==> src/rtl/oc_addsub_pkg.sv <==
package oc_addsub_pkg;
  typedef enum logic {OP_ADD = 1'b0, OP_SUB = 1'b1} op_e;
  typedef enum logic [0:0] {ADDER_RIPPLE = 1'b0, ADDER_LOOKAHEAD = 1'b1} adder_kind_e;
endpackage

==> src/rtl/oc_tc_bank.sv <==
// True/complement stage: each bit is XORed with the invert control.
module oc_tc_bank #(
  parameter int unsigned WIDTH = 4
) (
  input  logic [WIDTH-1:0] data_i,
  input  logic             inv_i,
  output logic [WIDTH-1:0] data_o
);
  for (genvar i = 0; i < WIDTH; i++) begin : g_bit
    assign data_o[i] = data_i[i] ^ inv_i;
  end
endmodule

==> src/rtl/oc_full_add.sv <==
module oc_full_add (
  input  logic x_i,
  input  logic y_i,
  input  logic c_i,
  output logic s_o,
  output logic c_o
);
  logic hx;
  assign hx  = x_i ^ y_i;
  assign s_o = hx ^ c_i;
  assign c_o = (x_i & y_i) | (hx & c_i);
endmodule

==> src/rtl/oc_bin_adder.sv <==
module oc_bin_adder
  import oc_addsub_pkg::*;
#(
  parameter int unsigned WIDTH      = 4,
  parameter adder_kind_e ADDER_KIND = ADDER_LOOKAHEAD
) (
  input  logic [WIDTH-1:0] a_i,
  input  logic [WIDTH-1:0] b_i,
  input  logic             cin_i,
  output logic [WIDTH-1:0] sum_o,
  output logic             cout_o
);
  if (ADDER_KIND == ADDER_RIPPLE) begin : g_ripple
    logic [WIDTH:0] c;
    assign c[0] = cin_i;
    for (genvar i = 0; i < WIDTH; i++) begin : g_fa
      oc_full_add u_fa (
        .x_i(a_i[i]),
        .y_i(b_i[i]),
        .c_i(c[i]),
        .s_o(sum_o[i]),
        .c_o(c[i+1])
      );
    end
    assign cout_o = c[WIDTH];
  end else begin : g_lookahead
    logic [WIDTH-1:0] gen, prop;
    logic [WIDTH:0]   c;
    assign gen  = a_i & b_i;
    assign prop = a_i ^ b_i;
    // Each carry is a flat sum of products over generate/propagate terms.
    always_comb begin
      logic acc;
      logic term;
      c = '0;
      c[0] = cin_i;
      for (int i = 1; i <= int'(WIDTH); i++) begin
        term = cin_i;
        for (int k = 0; k < i; k++) term = term & prop[k];
        acc = term;
        for (int j = 0; j < i; j++) begin
          term = gen[j];
          for (int k = j + 1; k < i; k++) term = term & prop[k];
          acc = acc | term;
        end
        c[i] = acc;
      end
    end
    assign sum_o  = prop ^ c[WIDTH-1:0];
    assign cout_o = c[WIDTH];
  end
endmodule

==> src/rtl/oc_eac_incr.sv <==
// End-around stage: adds a single carry bit back into the sum.
// Cannot overflow when inc_i comes from the sum's own carry-out.
module oc_eac_incr #(
  parameter int unsigned WIDTH = 4
) (
  input  logic [WIDTH-1:0] data_i,
  input  logic             inc_i,
  output logic [WIDTH-1:0] data_o
);
  logic [WIDTH-1:0] c;
  assign c[0] = inc_i;
  for (genvar i = 0; i < WIDTH; i++) begin : g_ha
    assign data_o[i] = data_i[i] ^ c[i];
    if (i < WIDTH - 1) begin : g_chain
      assign c[i+1] = data_i[i] & c[i];
    end
  end
endmodule

==> src/rtl/oc_addsub.sv <==
module oc_addsub
  import oc_addsub_pkg::*;
#(
  parameter int unsigned WIDTH      = 4,
  parameter adder_kind_e ADDER_KIND = ADDER_LOOKAHEAD
) (
  input  logic             clk_i,
  input  logic             rst_ni,
  input  logic             sub_i,
  input  logic [WIDTH-1:0] a_i,
  input  logic [WIDTH-1:0] b_i,
  output logic [WIDTH-1:0] sum_o,
  output logic             carry_o
);
  op_e              op;
  logic             inv;
  logic [WIDTH-1:0] a_tc;
  logic [WIDTH-1:0] raw_sum;
  logic             raw_cout;
  logic             eac;
  logic [WIDTH-1:0] fin_sum;

  assign op  = op_e'(sub_i);
  assign inv = (op == OP_SUB);

  oc_tc_bank #(.WIDTH(WIDTH)) u_tc (
    .data_i(a_i),
    .inv_i (inv),
    .data_o(a_tc)
  );

  oc_bin_adder #(.WIDTH(WIDTH), .ADDER_KIND(ADDER_KIND)) u_add (
    .a_i   (a_tc),
    .b_i   (b_i),
    .cin_i (1'b0),
    .sum_o (raw_sum),
    .cout_o(raw_cout)
  );

  // Carry-out re-enters as a second addition instead of a feedback loop.
  assign eac = inv & raw_cout;

  oc_eac_incr #(.WIDTH(WIDTH)) u_eac (
    .data_i(raw_sum),
    .inc_i (eac),
    .data_o(fin_sum)
  );

  always_ff @(posedge clk_i or negedge rst_ni) begin
    if (!rst_ni) begin
      sum_o   <= '0;
      carry_o <= 1'b0;
    end else begin
      sum_o   <= fin_sum;
      carry_o <= raw_cout;
    end
  end
endmodule

==> config.mk <==
export PLATFORM = sky130hd
export DESIGN_NAME = oc_addsub
export DESIGN_NICKNAME = d
export VERILOG_FILES = /design/src/rtl/oc_addsub_pkg.sv /design/src/rtl/oc_tc_bank.sv /design/src/rtl/oc_full_add.sv /design/src/rtl/oc_bin_adder.sv /design/src/rtl/oc_eac_incr.sv /design/src/rtl/oc_addsub.sv
export SDC_FILE = /design/constraint.sdc
export NUM_CORES = 1
export LEC_CHECK = 0
export ABC_AREA = 1
export CORE_MARGIN = 3
export CORE_UTILIZATION = 30
export DETAILED_ROUTE_END_ITERATION = 12
export PLACE_DENSITY_LB_ADDON = 0.3
export SLEW_MARGIN = 10
export SYNTH_ARGS = -nofsm -noshare
export SYNTH_HDL_FRONTEND = slang
export SYNTH_SLANG_ARGS = --single-unit
==> constraint.sdc <==
create_clock -name clk_i -period 0.9 [get_ports clk_i]
set_clock_uncertainty 0.1 [all_clocks]
set_input_delay 0.09 -clock clk_i [delete_from_list [all_inputs] [get_ports clk_i]]
set_output_delay 0.09 -clock clk_i [all_outputs]
set_load 0.02 [all_outputs]
# Word-level counts from Yosys, hierarchy flattened
# Index checks and enable logic that the tools add are counted.
# totals
in_bits,11
register_bits,5
out_inout_bits,5
# op_classes
n_bitwise,27
# op_table
op,count
bitwise AND 1 bit,10
XOR 1 bit,8
XOR 4 bit,2
bitwise OR 1 bit,6
bitwise AND 4 bit,1

# Depth between registers and ports, before layout
# logic_depth
depth_word,13
depth_mapped,15

# By module
# Synthesis repeated with hierarchy kept, for this count alone.
# unflattened
hier_cells,58
area_unflattened_um2,432.9
# by_module_without_submodules
mod,n_inst,cells_per_inst,area_per_inst_um2
oc_bin_adder,1,25,176.4
oc_addsub,1,8,136.4
oc_tc_bank,1,17,63.8
oc_eac_incr,1,8,56.3

# Worst setup path before layout
# Ideal clock, no wire load.
# synth_path
path_kind,input to register
start,input sub_i
end,register sum_o[3]
stages,14
t_arrival_ns,1.877
slack_ns,-1.194
path_cell_list,buf_2 > xnor2_1 > inv_1 > ha_1 > ha_1 > nand2_1 > nand3_2 > nand2_2 > a21boi_2 > ha_1 > ha_1 > ha_1 > nand3_1 > nand2_1
# synth_between
elab_chain_cells,13
word_cells_on_any_way,24
cone_classes,24 x bitwise
# synth_rtl
item,line_no,text
from (decl),oc_addsub.sv:9,"input logic sub_i,"
XOR 1 bit,oc_tc_bank.sv:10,assign data_o[i] = data_i[i] ^ inv_i;
bitwise AND 4 bit / XOR 4 bit (equally long branches),"oc_bin_adder.sv:29, oc_bin_adder.sv:30",
bitwise AND 1 bit (3 in a row),oc_bin_adder.sv:43,for (int k = j + 1; k < i; k++) term = term & prop[k];
bitwise OR 1 bit (3 in a row),oc_bin_adder.sv:44,acc = acc | term;
bitwise AND 1 bit,oc_addsub.sv:41,assign eac = inv & raw_cout;
bitwise AND 1 bit (3 in a row),oc_eac_incr.sv:15,assign c[i+1] = data_i[i] & c[i];
XOR 1 bit (*),oc_eac_incr.sv:13,assign data_o[i] = data_i[i] ^ c[i];
net fin_sum[3],oc_addsub.sv:21,logic [WIDTH-1:0] fin_sum;
to (signal assigned),oc_addsub.sv:54,sum_o <= fin_sum;
to (decl),oc_addsub.sv:12,"output logic [WIDTH-1:0] sum_o,"
# Mark *: on every way through the listed nets, which the timed path passes. The rest lies on a longest branch.

# Worst setup path in the final report
# layout_path
start,input a_i[2]
end,register sum_o[3]
# layout_between
elab_chain_cells,12
word_cells_on_any_way,19
cone_classes,19 x bitwise
# layout_rtl
item,line_no,text
from (decl),oc_addsub.sv:10,"input logic [WIDTH-1:0] a_i,"
XOR 1 bit (*),oc_tc_bank.sv:10,
XOR 4 bit,oc_bin_adder.sv:30,assign prop = a_i ^ b_i;
bitwise AND 1 bit (2 in a row),oc_bin_adder.sv:43,
bitwise OR 1 bit (3 in a row),oc_bin_adder.sv:44,
bitwise AND 1 bit,oc_addsub.sv:41,
bitwise AND 1 bit (3 in a row),oc_eac_incr.sv:15,
XOR 1 bit (*),oc_eac_incr.sv:13,
net fin_sum[3],oc_addsub.sv:21,
# Marked as above.

==> impl_metrics.json <==
{
  "vias_per_cell": 4.42,
  "detail-route-antenna-nets": 0,
  "grt_use_total": 0.133,
  "timing.final.crit_period_ns": 1.65,
  "rsz0062_at_grt": "true",
  "routedWlPerCell_um": 10.9,
  "synth.area.top_cells": "dfrtp_1, ha_1, inv_1, xor2_1, fa_1",
  "synth_edf_count": 0,
  "crit_path_start_kind": "input port",
  "max_slew_margin": 0.817,
  "internal_power_mw": 0.833,
  "numCtsBuffers": 3,
  "use_met2": 0.240,
  "powerDensity_nw_per_um2": 1470,
  "synth_cells": 40,
  "final_util": 0.736,
  "arrival_ns": 1.69,
  "portBuffers": 15,
  "yosysUniqueCellTypes": 13,
  "synthArstFlopShare": 1.00,
  "worst_pin_slew_ns": 0.273,
  "clock-sinks": 5,
  "die-area_um2": 1780,
  "yosysTopAreaCellShare": 0.318,
  "clock_path_buffers": 2,
  "io_pins": 16,
  "place_inst": 79,
  "initial_core_util": 0.335,
  "netlist_area_um2": 393,
  "syn_avg_cell_area_um2": 9.82,
  "swShare": 0.344,
  "finalCritPeriodShare": 1.84,
  "htree_levels": 1,
  "setup_tns_ns": -2.95,
  "tritoncts": "yes",
  "cp-end-kind": "register",
  "nets": 93,
  "clock-root-buffer": "clkbuf_4",
  "rows": 12,
  "yosys-top-cells-count": "ha_1, inv_1, dfrtp_1, nand2_1, xor2_1",
  "worstPathRequired_ns": 0.93,
  "num_vias": 380,
  "report.final.slew_viol_count": 0,
  "n_antenna_cell": 0,
  "synth.largest_area_cell": "dfrtp_1",
  "syn_nets": 60,
  "antenna_found_initial": 0,
  "ir_drop_mv": 0.974,
  "synthToLayoutAreaGrowth_pct": 119,
  "combPwrFrac": 0.544,
  "synth_seq_area_share": 0.318,
  "fin_hold_ws_ns": -0.0324,
  "critPathMaxFanout": 3,
  "grt_pass1_wl_um": 1750,
  "drive_gt1_frac": 0.625,
  "core_um2": 1170,
  "grt.met3_usage": 0.0601,
  "grt-ovfl-total": 0,
  "grt_util_met1": 0.127,
  "path_clk_slew_ns": 0.05,
  "gp_congestion": 0.736,
  "power.leakage_nw": 0.407,
  "min_path_type": "in -> async",
  "layout_setup_ws_ns": -0.754,
  "ys_ff_latch": 5,
  "drcViolationCount": 0,
  "synth_ff_type": "dfrtp_1",
  "p_seq_frac": 0.245,
  "run_status": "finished with violations",
  "final_hold_viol_count": 5,
  "max_freq_mhz": 605,
  "grt.busiest_layer": "met2",
  "critical_path_class": "in -> reg",
  "violations": "negative hold slack, negative setup slack",
  "grt_max_degree": 6,
  "first_iter_violations": 1,
  "p_clk_frac": 0.211,
  "dp.final_hpwl_um": 689,
  "die_x_um": 42.2,
  "drtPass1Iterations": 2,
  "p_total_mw": 1.27,
  "die_height_um": 42.2,
  "yosys_warnings": 0,
  "grt_pass1_vias": 423,
  "setup_viol": 10,
  "p_switching_mw": 0.437,
  "routed_wl_um": 937,
  "max_cap_violations": 0,
  "layout.cells.non_filler": 86
}
==> sequential cells by signal (all words and copies together) (netlist names) <==
signal / flops
carry_o: 1
sum_o: 4
==> what timing repair did <==
| item | in CTS | in global routing |
|---|---|---|
| setup buffers | 1 | 2 |
| setup endpoints to repair | 10 | 10 |
| endpoints found under the hold margin | 5 | 5 |
| resized for setup | 64 | 5 |
| pin swaps | 17 | 1 |
==> layer usage <==
| metal | wire, um | vias to the layer above |
|---|---|---|
| li1 | - | 189 |
| met1 | 311 | 176 |
| met2 | 541 | 13 |
| met3 | 68 | 2 |
| met4 | 16 | 0 |
| met5 | 0 | - |
==> cell families (layout without fill, tap and decap cells) <==
| kind of cell | Yosys count | after routing | share of synthesized area |
|---|---|---|---|
| and+or+nand+nor | 11 | 11 | 0.147 |
| DFF | 5 | 5 | 0.318 |
| xor gates and xnor gates | 5 | 5 | 0.111 |
| buffers and inverters | 9 | 41 | 0.0892 |
| AOI/OAI and AO/OA | 1 | 1 | 0.0287 |
| adders and majority gates | 9 | 9 | 0.306 |
==> stage by stage <==
| stage | setup slack [ns] | hold WS, ns | instance area, um^2 |
|---|---|---|---|
| 2_1_floorplan | -1.04 | -0.306 | 464 |
| 3_3_place_gp | -1.62 | 0.220 | 694 |
| 3_5_place_dp | -1.69 | 0.233 | 694 |
| 4_1_cts | -0.767 | -0.0311 | 818 |
| 5_1_grt | -0.842 | -0.0244 | 862 |
| 6_report | -0.754 | -0.0324 | 862 |
==> critical path, cell delays in order <==
cell,delay [ns]
dlygate4sd2_1,0.26
xor2_2,0.16
ha_4,0.30
nand2_2,0.08
nand3_4,0.08
nand2_4,0.06
a21boi_4,0.15
ha_4,0.15
ha_4,0.12
ha_4,0.12
inv_2,0.03
nand3_2,0.04
nand2_1,0.05
==> power groups by stage <==
stage / clock network [mW] / registers (mW) / logic (mW)
3_5_place_dp: 0 / 0.303 / 0.549
3_3_place_gp: 0 / 0.300 / 0.539
6_report: 0.268 / 0.311 / 0.690
4_1_cts: 0.277 / 0.312 / 0.642
5_1_grt: 0.294 / 0.319 / 0.757
2_1_floorplan: 0 / 0.382 / 0.205
==> layout by cell type, fill, tap and decap left out, drive strengths merged <==
| master | instances |
|---|---|
| clkdlybuf4s50 | 2 |
| ha | 8 |
| clkbuf | 4 |
| inv | 8 |
| fa | 1 |
| xnor2 | 2 |
| nand2 | 6 |
| dlygate4sd2 | 5 |
| nand3 | 3 |
| xor2 | 3 |
| dfrtp | 5 |
| nand4 | 2 |
| a21boi | 1 |
| buf | 22 |
==> path summary, 6_finish.rpt <==
path	startpoint	to	slack, ns	cells past startpoint
max in group asynchronous	rst_ni	sum_o[1]	0.54	1
max	a_i[2]	sum_o[3]	-0.75	13
min	rst_ni	carry_o	-0.03	1
min in group clk_i	b_i[0]	sum_o[0]	0.30	3
==> area by class of cell <==
type	count	area, um^2
Clock buffer	4	26.3
Fill cell	84	309
Timing Repair Buffer	29	258
Multi-Input combinational cell	26	405
Sequential cell	5	125
Inverter	8	30.0
Tap cell	14	17.5
Note: power is estimated with default switching activity, not from simulation.
